<file path="src/rtl/cfg_retry_pkg.sv">
package cfg_retry_pkg;

  localparam logic [2:0] CPL_OK  = 3'd0;
  localparam logic [2:0] CPL_UR  = 3'd1;
  localparam logic [2:0] CPL_CRS = 3'd2;
  localparam logic [2:0] CPL_CA  = 3'd4;

  localparam logic [31:0] VID_RETRY_WORD = 32'hFFFF_0001;
  localparam logic [31:0] FAIL_WORD      = 32'hFFFF_FFFF;

  typedef enum logic [2:0] {
    ST_IDLE,
    ST_ISSUE,
    ST_WAIT,
    ST_GAP,
    ST_DONE
  } eng_state_e;

  typedef struct packed {
    logic        wr;
    logic [1:0]  sz;
    logic [31:0] wdata;
  } req_info_t;

  // Right-align the addressed lanes of a dword for a sized read.
  function automatic logic [31:0] shape_read(input logic [31:0] dw,
                                             input logic [1:0]  lane,
                                             input logic [1:0]  sz);
    logic [31:0] moved;
    moved = dw >> {lane, 3'b000};
    case (sz)
      2'd0:    return {24'd0, moved[7:0]};
      2'd1:    return {16'd0, moved[15:0]};
      default: return dw;
    endcase
  endfunction

endpackage

</file>
<file path="src/rtl/cfg_tick_counter.sv">
module cfg_tick_counter #(
  parameter int LIMIT = 1,
  localparam int CW = $clog2(LIMIT + 1)
) (
  input  logic clk,
  input  logic rst_n,
  input  logic clr,
  input  logic en,
  input  logic tick,
  output logic reached
);

  logic [CW-1:0] cnt;

  always_ff @(posedge clk or negedge rst_n) begin
    if (!rst_n) begin
      cnt <= '0;
    end else if (clr) begin
      cnt <= '0;
    end else if (en && tick && !reached) begin
      cnt <= cnt + 1'b1;
    end
  end

  assign reached = (cnt >= CW'(LIMIT));

endmodule

</file>
<file path="src/rtl/cfg_read_shaper.sv">
module cfg_read_shaper
  import cfg_retry_pkg::*;
(
  input  logic [31:0] dword_in,
  input  logic [1:0]  lane,
  input  logic [1:0]  size,
  output logic [31:0] data_out
);

  always_comb data_out = shape_read(dword_in, lane, size);

endmodule

</file>
<file path="src/rtl/cfg_retry_engine.sv">
module cfg_retry_engine
  import cfg_retry_pkg::*;
#(
  parameter int ADDR_W     = 12,
  parameter int GAP_US     = 1,
  parameter int TIMEOUT_US = 500000
) (
  input  logic              clk,
  input  logic              rst_n,
  input  logic              us_tick,
  input  logic              crs_sv_en,
  input  logic              req_valid,
  input  logic              req_write,
  input  logic [ADDR_W-1:0] req_addr,
  input  logic [1:0]        req_size,
  input  logic [31:0]       req_wdata,
  output logic              busy,
  output logic              done,
  output logic              done_err,
  output logic [31:0]       done_rdata,
  output logic              tx_valid,
  output logic              tx_write,
  output logic [ADDR_W-1:0] tx_addr,
  output logic [31:0]       tx_wdata,
  input  logic              cpl_valid,
  input  logic [2:0]        cpl_status,
  input  logic [31:0]       cpl_data
);

  localparam int DW_BITS = ADDR_W - 2;

  eng_state_e        st, st_nx;
  logic [ADDR_W-1:0] addr_q;
  req_info_t         info_q;

  // Named internal events, observed by the bound checker.
  logic accept, in_wait, in_gap, in_flight;
  logic crs_hit, ok_hit, err_hit;
  logic vid_read, vid_shortcut, retry_start, give_up, finish;
  logic tmo_expired, gap_done;
  logic [31:0] shape_src, shaped;
  logic [31:0] res_d;
  logic        err_d;

  assign accept    = req_valid && (st == ST_IDLE);
  assign in_wait   = (st == ST_WAIT);
  assign in_gap    = (st == ST_GAP);
  assign in_flight = (st == ST_ISSUE) || in_wait || in_gap;

  assign crs_hit = in_wait && cpl_valid && (cpl_status == CPL_CRS);
  assign ok_hit  = in_wait && cpl_valid && (cpl_status == CPL_OK);
  assign err_hit = in_wait && cpl_valid && !crs_hit && !ok_hit;

  assign vid_read     = !info_q.wr && (addr_q[ADDR_W-1:2] == DW_BITS'(0));
  assign vid_shortcut = crs_hit && crs_sv_en && vid_read;
  assign retry_start  = crs_hit && !vid_shortcut && !tmo_expired;
  assign give_up      = (crs_hit && !vid_shortcut && tmo_expired) ||
                        (in_gap && tmo_expired);
  assign finish       = ok_hit || vid_shortcut || err_hit || give_up;

  // Overall budget: cleared once at acceptance, never between attempts.
  cfg_tick_counter #(.LIMIT(TIMEOUT_US)) u_budget (
    .clk     (clk),
    .rst_n   (rst_n),
    .clr     (accept),
    .en      (in_flight),
    .tick    (us_tick),
    .reached (tmo_expired)
  );

  // Inter-attempt spacing: counts only while waiting to reissue.
  cfg_tick_counter #(.LIMIT(GAP_US)) u_gap (
    .clk     (clk),
    .rst_n   (rst_n),
    .clr     (!in_gap),
    .en      (in_gap),
    .tick    (us_tick),
    .reached (gap_done)
  );

  assign shape_src = vid_shortcut ? VID_RETRY_WORD : cpl_data;

  cfg_read_shaper u_shape (
    .dword_in (shape_src),
    .lane     (addr_q[1:0]),
    .size     (info_q.sz),
    .data_out (shaped)
  );

  always_comb begin
    if (ok_hit || vid_shortcut) begin
      err_d = 1'b0;
      res_d = info_q.wr ? 32'd0 : shaped;
    end else begin
      err_d = 1'b1;
      res_d = info_q.wr ? 32'd0 : FAIL_WORD;
    end
  end

  always_comb begin
    st_nx = st;
    case (st)
      ST_IDLE:  if (accept) st_nx = ST_ISSUE;
      ST_ISSUE: st_nx = ST_WAIT;
      ST_WAIT: begin
        if (finish)           st_nx = ST_DONE;
        else if (retry_start) st_nx = ST_GAP;
      end
      ST_GAP: begin
        if (finish)        st_nx = ST_DONE;
        else if (gap_done) st_nx = ST_ISSUE;
      end
      ST_DONE:  st_nx = ST_IDLE;
      default:  st_nx = ST_IDLE;
    endcase
  end

  always_ff @(posedge clk or negedge rst_n) begin
    if (!rst_n) begin
      st     <= ST_IDLE;
      addr_q <= '0;
      info_q <= '0;
    end else begin
      st <= st_nx;
      if (accept) begin
        addr_q       <= req_addr;
        info_q.wr    <= req_write;
        info_q.sz    <= req_size;
        info_q.wdata <= req_wdata;
      end
    end
  end

  always_ff @(posedge clk or negedge rst_n) begin
    if (!rst_n) begin
      done_rdata <= '0;
      done_err   <= 1'b0;
    end else if (finish) begin
      done_rdata <= res_d;
      done_err   <= err_d;
    end
  end

  assign busy     = (st != ST_IDLE);
  assign done     = (st == ST_DONE);
  assign tx_valid = (st == ST_ISSUE);
  assign tx_write = info_q.wr;
  assign tx_addr  = addr_q;
  assign tx_wdata = info_q.wdata;

endmodule

</file>
<file path="config.mk">
export PLATFORM = sky130hd
export DESIGN_NAME = cfg_retry_engine
export DESIGN_NICKNAME = d
export VERILOG_FILES = /design/src/rtl/cfg_retry_pkg.sv /design/src/rtl/cfg_tick_counter.sv /design/src/rtl/cfg_read_shaper.sv /design/src/rtl/cfg_retry_engine.sv
export SDC_FILE = /design/constraint.sdc
export NUM_CORES = 1
export LEC_CHECK = 0
export BUFFER_PORTS_ARGS = -buffer_cell sky130_fd_sc_hd__buf_2
export CAP_MARGIN = 0
export CORE_MARGIN = 3
export CORE_UTILIZATION = 30
export CTS_CLUSTER_DIAMETER = 150
export DETAILED_ROUTE_END_ITERATION = 16
export SLEW_MARGIN = 25
export SYNTH_ARGS = -nofsm -noshare
export SYNTH_HDL_FRONTEND = slang
export SYNTH_HIERARCHICAL = 1
export SYNTH_SLANG_ARGS = --single-unit
</file>
<file path="constraint.sdc">
create_clock -name clk -period 3.24 [get_ports clk]
set_input_delay 0 -clock clk [delete_from_list [all_inputs] [get_ports clk]]
set_output_delay 0 -clock clk [all_outputs]
set_load 0.02 [all_outputs]
</file>
==> Yosys cells after proc, flatten, opt, wreduce, memory -nomap -nowiden <==
Index checks and enable logic that the tools add are counted.
{ "totals": {"regBits": 103, "in_bits": 88, "out_inout_bits": 81, "wordCells": 76} }
{ "classes": {"n_addsub": 2, "n_lt_le_gt_ge": 2, "n_eq_ne": 10, "shifts": 1, "mux": 16, "reduce_logical": 36} }
{ "ops": {"columns": ["cell", "n"], "rows": [
  ["32-bit two-way mux", 4],
  ["32-bit one-hot mux with 2 select lines", 1],
  ["19-bit two-way mux", 2],
  ["32-bit by 5-bit >> shifter with 16-bit output", 1],
  ["19-bit by 1-bit adder with 19-bit output (second input constant)", 1],
  ["19-bit >= comparator (second input constant)", 1],
  ["1-bit logical AND", 17],
  ["3-bit two-way mux", 5],
  ["3-bit one-hot mux with 4 select lines", 1],
  ["10-bit zero test", 1],
  ["3-bit by 2-bit == test with 1-bit output (second input constant)", 3],
  ["1-bit zero test", 6],
  ["3-bit zero test", 2],
  ["1-bit logical OR", 6],
  ["3-bit by 1-bit inequality test with 1-bit output (second input constant)", 2],
  ["3-bit by 1-bit == test with 1-bit output (second input constant)", 1],
  ["3-bit == test (second input constant)", 1],
  ["1-bit two-way mux", 3],
  ["3-bit AND reduction", 1],
  ["3-bit nonzero test", 1],
  ["2-bit by 1-bit == test with 1-bit output (second input constant)", 1],
  ["2-bit zero test", 1],
  ["2-bit by 1-bit inequality test with 1-bit output (second input constant)", 1],
  ["2-bit inequality test (second input constant)", 1],
  ["other kinds (3)", 3]
]} }

==> Logic depth before layout (Yosys ltp) <==
Gate-level depths: netlist of run 1.
{ "logic_depth": {"depth_word": 12, "depth_mapped": 11, "mapped_depth_nobuf": 9} }

==> By module <==
The synthesis of run 1 kept the hierarchy.
{ "by_module_without_submodules": {"columns": ["mod", "instances", "cells_each", "area_each_um2", "seq_area_each_um2"], "rows": [
  ["cfg_retry_engine", 1, 297, 3838.7, 2077.0],
  ["cfg_tick_counter (u_budget)", 1, 124, 1168.6, 475.5],
  ["cfg_read_shaper", 1, 84, 615.6, 0.0],
  ["cfg_tick_counter (u_gap)", 1, 3, 33.8, 25.0]
]} }

==> Worst setup path after synthesis of run 1 <==
Ideal clock, no wire load.
{ "synth_timing": {"path_type": "register -> register", "start": "register addr_q[3] (netlist: tx_addr[3])", "end": "register done_rdata[15]", "arrival_ns": 2.269, "t_required_ns": 3.106, "slack_ns": 0.837, "stages_incl_launch_ff": 11, "cell_sequence": "dfrtp_1 > nor4b_4 > nand3_1 > nor3_1 > clkbuf_1 > nor2b_1 > mux2i_1 > o2bb2ai_1 > a22o_1 > nor3_1 > o22ai_1"} }
{ "synth_between": {"elab_chain_len": 8, "word_cells_on_any_way": 15, "cone_classes": "shift: 1; mux: 4; reduce/logical: 10"} }
{ "synth_rtl": {"columns": ["item", "line_no", "text"], "rows": [
  ["from (decl)", "cfg_retry_engine.sv:33", "logic [ADDR_W-1:0] addr_q;"],
  ["from (signal assigned)", "cfg_retry_engine.sv:126", "addr_q <= req_addr;"],
  ["10-bit zero test (*)", "cfg_retry_engine.sv:54", "assign vid_read = !info_q.wr && (addr_q[ADDR_W-1:2] == DW_BITS'(0));"],
  ["1-bit logical AND (*)", "cfg_retry_engine.sv:54", null],
  ["1-bit logical AND (*)", "cfg_retry_engine.sv:55", "assign vid_shortcut = crs_hit && crs_sv_en && vid_read;"],
  ["32-bit two-way mux (*)", "cfg_retry_engine.sv:81", "assign shape_src = vid_shortcut ? VID_RETRY_WORD : cpl_data;"],
  ["named net shape_src[15]", "cfg_retry_engine.sv:41", "logic [31:0] shape_src, shaped;"],
  ["32-bit by 5-bit >> shifter with 16-bit output", "cfg_retry_pkg.sv:30", "moved = dw >> {lane, 3'b000};"],
  ["32-bit one-hot mux with 2 select lines (*)", "cfg_retry_pkg.sv:31", "case (sz)"],
  ["named net shaped[15]", "cfg_retry_engine.sv:41", null],
  ["32-bit two-way mux (*)", "cfg_retry_engine.sv:93", "res_d = info_q.wr ? 32'd0 : shaped;"],
  ["32-bit two-way mux (*)", "cfg_retry_engine.sv:91", "if (ok_hit || vid_shortcut) begin"],
  ["to (signal assigned)", "cfg_retry_engine.sv:139", "done_rdata <= res_d;"],
  ["to (decl)", "cfg_retry_engine.sv:20", "output logic [31:0] done_rdata,"]
]} }
The timed path passes the listed nets; every way through them passes the cells marked *.
A chain may end at the register's enable or synchronous reset.

==> Worst setup path in the final report of run 1 <==
{ "layout_timing": {"start": "register st[2]", "end": "register done_rdata[15]"} }
{ "layout_between": {"elab_chain_len": 10, "word_cells_on_any_way": 24, "cone_classes": "eq/ne: 2; shift: 1; mux: 4; reduce/logical: 17"} }
{ "layout_rtl": {"columns": ["item", "line_no", "text"], "rows": [
  ["from (decl)", "cfg_retry_engine.sv:32", "eng_state_e st, st_nx;"],
  ["from (signal assigned)", "cfg_retry_engine.sv:124", "st <= st_nx;"],
  ["3-bit by 2-bit == test with 1-bit output (*)", "cfg_retry_engine.sv:46", "assign in_wait = (st == ST_WAIT);"],
  ["1-bit logical AND (*) (2 in series)", "cfg_retry_engine.sv:50", "assign crs_hit = in_wait && cpl_valid && (cpl_status == CPL_CRS);"],
  ["1-bit logical AND (*) (2 in series)", "cfg_retry_engine.sv:55", null],
  ["32-bit two-way mux (*)", "cfg_retry_engine.sv:81", null],
  ["named net shape_src[15]", "cfg_retry_engine.sv:41", null],
  ["32-bit by 5-bit >> shifter with 16-bit output", "cfg_retry_pkg.sv:30", null],
  ["32-bit one-hot mux with 2 select lines (*)", "cfg_retry_pkg.sv:31", null],
  ["named net shaped[15]", "cfg_retry_engine.sv:41", null],
  ["32-bit two-way mux (*)", "cfg_retry_engine.sv:93", null],
  ["32-bit two-way mux (*)", "cfg_retry_engine.sv:91", null]
]} }
Marks and branches as above.

==> run_results.csv, run 1 <==
group,metric,value,unit
worst_hold_path,holdPathEnd,"st[0]",
placed_design,dp_hpwl,10300,um
setup_path,path_cells,"nor2_1, nand4_2, nor3_2, buf_4, nor2b_1, mux2i_1, o2bb2ai_1, a22o_1, nor3_1, o22ai_1",
synth,synthDistinctLibCells,68,
setup_path,worstPathRequired,3.45,ns
routing,wl_met1,6650,um
routing,drt_iter0_markers,271,
cts,clock_latency,0.34,ns
setup_path,crit_path_start_kind,"register",
floorplan,io_pins,169,
placed_design,place_area,6380,sq um
synth,synth-warning-count,6,
cts,cts-root-buf,"clkbuf_16",
sta,fin_skew,0.00657,ns
cells_and_area,seq_area,2580,sq um
synth,ys.flop_type,"dfrtp_1",
worst_hold_path,min_path_cells,4,
synth,synth_largest_area_cell,"dfrtp_1",
floorplan,core_area,18300,sq um
floorplan,die_x,143,um
routing,vias,4539,
global_routing,grt_pass1_vias,4621,
synth,synth_top_area_share,0.456,
cts,post-cts-setup-buffer-count,0,
worst_hold_path,hold_path.class,"in2reg",
synth,syn_inst,508,
sta,setup_tns,0,ns
setup_path,critPathSlowestCell,"dfrtp_1",
setup_path,crit_path_end_kind,"register",
routing,ant_nets,0,
synth,synth_commonest_cells,"103 x dfrtp_1, 46 x mux2_2, 33 x buf_4",
sta,fmax,0.385,GHz
synth,ys_top_cells_by_area,"dfrtp_1 46%, mux2_2 9.2%, buf_4 4.4%, o221a_1 4.0%, mux2i_1 1.9%",
global_routing,grt_usage,0.145,
cells_and_area,layout-drive-gt1-share,0.419,
placed_design,port-buffer-count,168,
routing,wl_per_cell,16.7,um
setup_path,r2r-start,"st[2]",
routing,vias_per_cell,4.99,
sta,setup_viol,0,
synth,syn_area,5660,sq um
floorplan,initial_core_util,0.310,
sta,relSlewSlack,0.307,
sta,fin_crit_sh,0.801,
global_routing,grt_overflow_total,0,
synth,synth_nets,598,
floorplan,placementRows,49,
synth,synth_edf_count,0,
cts,htreeDepth,3,
synth,synth_seq_area_share,0.456,
pwr,p_leak,3.15,nW
cts,tritoncts,"built",
routing,wl_met3,1010,um
sta,tightest_slew,1.04,ns
cells_and_area,multi_input_area,2540,sq um
global_routing,grt_max_degree,60,
routing,dr_wl_met2,7340,um
setup_path,reg2reg_depth,10,
worst_hold_path,min_from,"cpl_valid",
cts,cts_buffer_depth,2,
setup_path,arrival,2.81,ns
routing,drcViolationCount,0,
routing,drt-total-wl,15200,um
pwr,p_per_area,875,nW/um^2
synth,synth_most_common_cell,"dfrtp_1",
sta,finalHoldViolations,0,
floorplan,die_height,143,um
synth,async_reset_ff_frac,1.00,
synth,avgSynthCellArea,11.1,sq um
setup_path,path_class,"reg2reg",
pwr,ir_worst_vdd,0.000537,V
run_status,run_status,"completed",
setup_path,worstReg2RegEnd,"done_rdata[15]",
synth,synth-seq-cells,103,
sta,finalMaxSlewViolations,0,
routing,drt_pass1_iterations,4,
sta,rsz0062_at_grt,"no",
setup_path,cp_max_fo,32,
placed_design,gp_congestion,0.869,
floorplan,die-area,20500,sq um
routing,top_layer,"met4",
global_routing,grt_pass1_wl,24000,um
cts,cts-buffers-inserted,9,
cells_and_area,nets,768,
sta,period_minus_slack,2.59,ns
cts,clk_pin_slew,0.07,ns
cells_and_area,antenna_cells,0,
cells_and_area,syn_to_final_growth,26.3,%
cells_and_area,fillCellCount,1777,
global_routing,grt_antenna_before_repair,0,
run,drv_cap,0,
setup_path,ff2ff_setup_slack,0.65,ns
cts,clock_sinks,103,
setup_path,max_stage_delay,0.46,ns
cells_and_area,fin_area,7150,sq um
sequential cells by signal, summed over array words and instances, names as in the netlist:
| name | cells |
|---|---|
| done_rdata | 32 |
| tx_wdata | 32 |
| u_budget/cnt | 19 |
| tx_addr | 12 |
| st | 3 |
| info_q | 2 |
| done_err | 1 |
| tx_write | 1 |
| u_gap/cnt | 1 |
worst max-delay path by stage:
stage	startpoint	end	slack, ns	cells after the start
after floorplan	tx_addr[3]	done_rdata[15]	0.84	10
after global placement	tx_addr[9]	done_rdata[15]	0.70	10
after detailed placement	tx_addr[9]	done_rdata[15]	0.65	10
after CTS	tx_addr[9]	done_rdata[15]	0.65	10
after global routing	st[2]	done_rdata[15]	0.41	10
final	st[2]	done_rdata[15]	0.65	10
power breakdown:
part           leakage (nW)  total [mW]  switching (mW)  internal, mW
sequential             1.24        2.34           0.506          1.83
combinational          1.78        2.90            1.63          1.27
clock                 0.132        1.02           0.462         0.555
total                  3.15        6.25            2.60          3.65
logic make-up (layout without fill, tap and decap cells):
family | Yosys count | count (layout) | share of synthesized area
flip-flops | 103 | 103 | 0.456
adder cells (fa/ha/maj) | 2 | 2 | 0.00442
AO/OA/AOI/OAI | 103 | 103 | 0.155
multiplexers | 58 | 58 | 0.114
buffers and inverters | 82 | 255 | 0.0964
AND/OR/NAND/NOR | 158 | 158 | 0.172
XOR/XNOR | 2 | 2 | 0.00310
final cells by class:
| type | instances | area share |
|---|---|---|
| multi-input combinational | 323 | 0.355 |
| sequential | 103 | 0.361 |
| clock inverter | 1 | 0.000700 |
| tap | 229 | 0.0401 |
| clock buffer | 13 | 0.0364 |
| timing repair buffer | 224 | 0.198 |
| inverter | 17 | 0.00893 |
per-layer routing:
| metal | track usage | up-vias |
|---|---|---|
| li1 | - | 2161 |
| met1 | 0.188 | 2188 |
| met2 | 0.249 | 175 |
| met3 | 0.0356 | 15 |
| met4 | 0.0287 | 0 |
| met5 | 0 | - |
repair_timing:
item	4_1_cts	5_1_grt
hold endpoints to repair	107	0
hold buffers	50	0
gates resized for setup	0	0
worst max-delay path: cells and delay by family (launching register included):
family	cells	cell delay (ns)
AO/OA/AOI/OAI	3	0.41
buffers and inverters	1	0.32
flip-flops	1	0.46
multiplexers	1	0.19
AND/OR/NAND/NOR	5	1.07
cell usage in the layout, fill, tap and decap left out, types with 16 or more instances in the layout:
cell | netlist | final
buf_2 | 12 | 167
dfrtp_1 | 103 | 103
dlygate4sd3_1 | 0 | 50
mux2_2 | 46 | 46
nand2_1 | 25 | 25
a21oi_1 | 21 | 21
o221a_1 | 20 | 20
inv_1 | 17 | 17
or2_2 | 17 | 17
nor2b_1 | 17 | 17
and2_1 | 17 | 17
nor2_1 | 16 | 16
through the flow:
stage | setup WS [ns] | hold WS [ns] | std cells | utilization | total power, mW
3_5_place_dp | 0.648 | 0.136 | 846 | 0.349 | 5.20
5_1_grt | 0.414 | 0.0793 | 910 | 0.391 | 6.65
2_1_floorplan | 0.837 | -0.296 | 508 | - | 4.64
3_3_place_gp | 0.705 | 0.137 | 846 | 0.349 | 5.16
4_1_cts | 0.648 | 0.0604 | 910 | 0.391 | 6.30
6_report | 0.645 | 0.0765 | 910 | 0.391 | 6.25
Note: power is estimated with default switching activity, not from simulation.
==> run 2: changes to the inputs <==
==> constraint.sdc (replaced) <==
create_clock -name clk -period 2.35 [get_ports clk]
set_input_delay 0 -clock clk [delete_from_list [all_inputs] [get_ports clk]]
set_output_delay 0 -clock clk [all_outputs]
set_load 0.02 [all_outputs]
==> run 2 against run 1 <==
Net effect: the run now ends with negative setup slack left; critical endpoint is now done_rdata[11]; non-clock buffer count rose by 42; sequential cell count is the same; routed wire length grew 12%; sequential power up 35%; clock skew increased by 0.0064 ns; combinational power up 54%; critical path depth grew 1; register-to-register slack got worse by 0.67 ns; sequential share of layout area fell by 2.6 points; total power grew 46%; fmax rose by 9.1%.
==> run_results.csv, run 2 (synthesis results as in run 1) <==
group,metric,value,unit
cells_and_area,mostFrequentLayoutCells,"167 x buf_2, 102 x dfrtp_1, 50 x dlygate4sd3_1, 46 x mux2_2, 38 x buf_4",
pwr,total_power,9.10,mW
pwr,seqPwrFrac,0.346,
setup_path,path_class,"reg2reg",
cells_and_area,final_common_cell,"buf_2",
worst_hold_path,hold_path.class,"in2reg",
cells_and_area,post_layout_nonfiller_instances,957,
global_routing,grt_usage,0.157,
routing,drt_pass1_iterations,5,
floorplan,die_x,143,um
sta,period_minus_slack,2.38,ns
run,drv_cap,0,
pwr,ir_worst_vdd,0.000651,V
placed_design,pre_cts_ws,-0.0133,ns
run_status,failed_checks,"negative setup slack",
floorplan,io_pins,169,
cells_and_area,layout-drive-gt1-share,0.482,
worst_hold_path,holdPathEnd,"st[0]",
cts,clock_sinks,103,
floorplan,core_area,18300,sq um
routing,wl_per_cell,17.7,um
routing,drt-total-wl,17000,um
setup_path,arrival,2.67,ns
routing,ant_nets,0,
cts,clk_pin_slew,0.08,ns
setup_path,crit_path_end_kind,"register",
floorplan,initial_core_util,0.310,
routing,vias_per_cell,5.07,
sta,fin_ws,-0.0288,ns
pwr,power.internal,5.28,mW
cts,cts-buffers-inserted,9,
cells_and_area,final_core_util,0.422,
routing,drcViolationCount,0,
run_status,run_status,"finished with violations",
floorplan,die-area,20500,sq um
cts,htreeDepth,3,
sta,fin_crit_sh,1.01,
global_routing,grt_pass1_wl,25600,um
setup_path,worstPathRequired,2.64,ns
sta,tightest_slew,0.814,ns
floorplan,die_height,143,um
global_routing,grt_overflow_total,0,
routing,vias,4851,
global_routing,grt_pass1_vias,4691,
placed_design,gp_congestion,0.859,
sta,fin_skew,0.0130,ns
cells_and_area,nets,813,
pwr,p_sw,3.82,mW
cts,clock_latency,0.35,ns
cells_and_area,fin_area,7710,sq um
worst_hold_path,min_path_cells,4,
pwr,p_clk_frac,0.161,
placed_design,dp_cells,873,
sta,finalMaxSlewViolations,0,
sta,fmax,0.420,GHz
sta,relSlewSlack,0.457,
setup_path,ff2ff_setup_slack,-0.03,ns
floorplan,placementRows,49,
setup_path,crit_path_start_kind,"register",
pwr,p_per_area,1180,nW/um^2
placed_design,port-buffer-count,168,
setup_path,cp_max_fo,8,
global_routing,grt_antenna_before_repair,0,
pwr,netSwitchingFraction,0.420,
cts,cts-root-buf,"clkbuf_16",
placed_design,place_area,6620,sq um
sta,setup_viol,4,
routing,drt_iter0_markers,295,
setup_path,reg2reg_depth,11,
cts,cts_buffer_depth,2,
worst_hold_path,min_from,"cpl_valid",
global_routing,grt_max_degree,58,
cells_and_area,syn_to_final_growth,36.3,%
cells_and_area,antenna_cells,0,
cts,tritoncts,"built",
sta,finalHoldViolations,0,
placed_design,dp_hpwl,11100,um
pwr,p_leak,3.43,nW
setup_path,worstReg2RegEnd,"done_rdata[11]",
pwr,comb_power_share,0.493,
sta,rsz0062_at_grt,"yes",
setup_path,r2r-start,"tx_addr[6]",
[run 2: power by group through the flow]
stage	clock [mW]	combinational (mW)	sequential [mW]
2_1_floorplan	0	2.94	3.46
6_report	1.46	4.48	3.15
4_1_cts	1.54	4.28	3.15
3_3_place_gp	0	4.16	3.18
3_5_place_dp	0	4.20	3.18
5_1_grt	1.60	4.83	3.27
[run 2: area by class of cell]
cell class / instances / area [sq um]
fillers: 1769 / 10600
clock buffers: 10 / 229
inverters: 17 / 63.8
flip-flops and latches: 103 / 2580
clock inverters: 6 / 51.3
well taps: 229 / 287
multi-input cells: 326 / 2670
repair buffers: 266 / 1830
[run 2: stage by stage]
stage | hold WS (ns) | setup TNS, ns
after floorplan | -0.296 | 0
after global placement | 0.0655 | -0.0196
after global routing | 0.111 | -1.72
after detailed placement | 0.0659 | -0.0524
final | 0.104 | -0.0781
after CTS | 0.0718 | -0.101
[run 2: how the worst max path moves through the flow]
stage                     slack, ns        endpoint             from  cells after the start
after floorplan              0.0006  done_rdata[10]  u_budget/cnt[9]                     10
after global placement       -0.005   done_rdata[1]  u_budget/cnt[7]                      8
after detailed placement      -0.01   done_rdata[3]  u_budget/cnt[9]                      8
after CTS                     -0.03   done_rdata[3]  u_budget/cnt[9]                      8
after global routing          -0.12   done_rdata[7]       tx_addr[2]                     10
final                         -0.03  done_rdata[11]       tx_addr[6]                     11
[run 2: critical path: stages (launching register included)]
cell and delay, ns:
dfrtp_1 0.42, nor4_4 0.39, nand3_2 0.16, nor3_4 0.23
buf_6 0.13, buf_4 0.13, clkbuf_16 0.14, or2_4 0.13
mux2i_2 0.08, o2bb2ai_1 0.17, a22o_1 0.16, o221a_1 0.18
[run 2: timing repair]
item                                    CTS  global route
pin swaps                                 7            30
endpoints found under the hold margin    95             0
setup buffers                             0            11
gates resized for setup                   1            27
gates cloned                              0             7
hold buffers                             50             0
endpoints found under the setup margin   16            34
[run 2: layer usage]
metal | GRT usage | part of all wire
met5 | 0 | 0
met4 | 0.0367 | 0.018
met3 | 0.0396 | 0.073
met2 | 0.251 | 0.46
met1 | 0.215 | 0.45
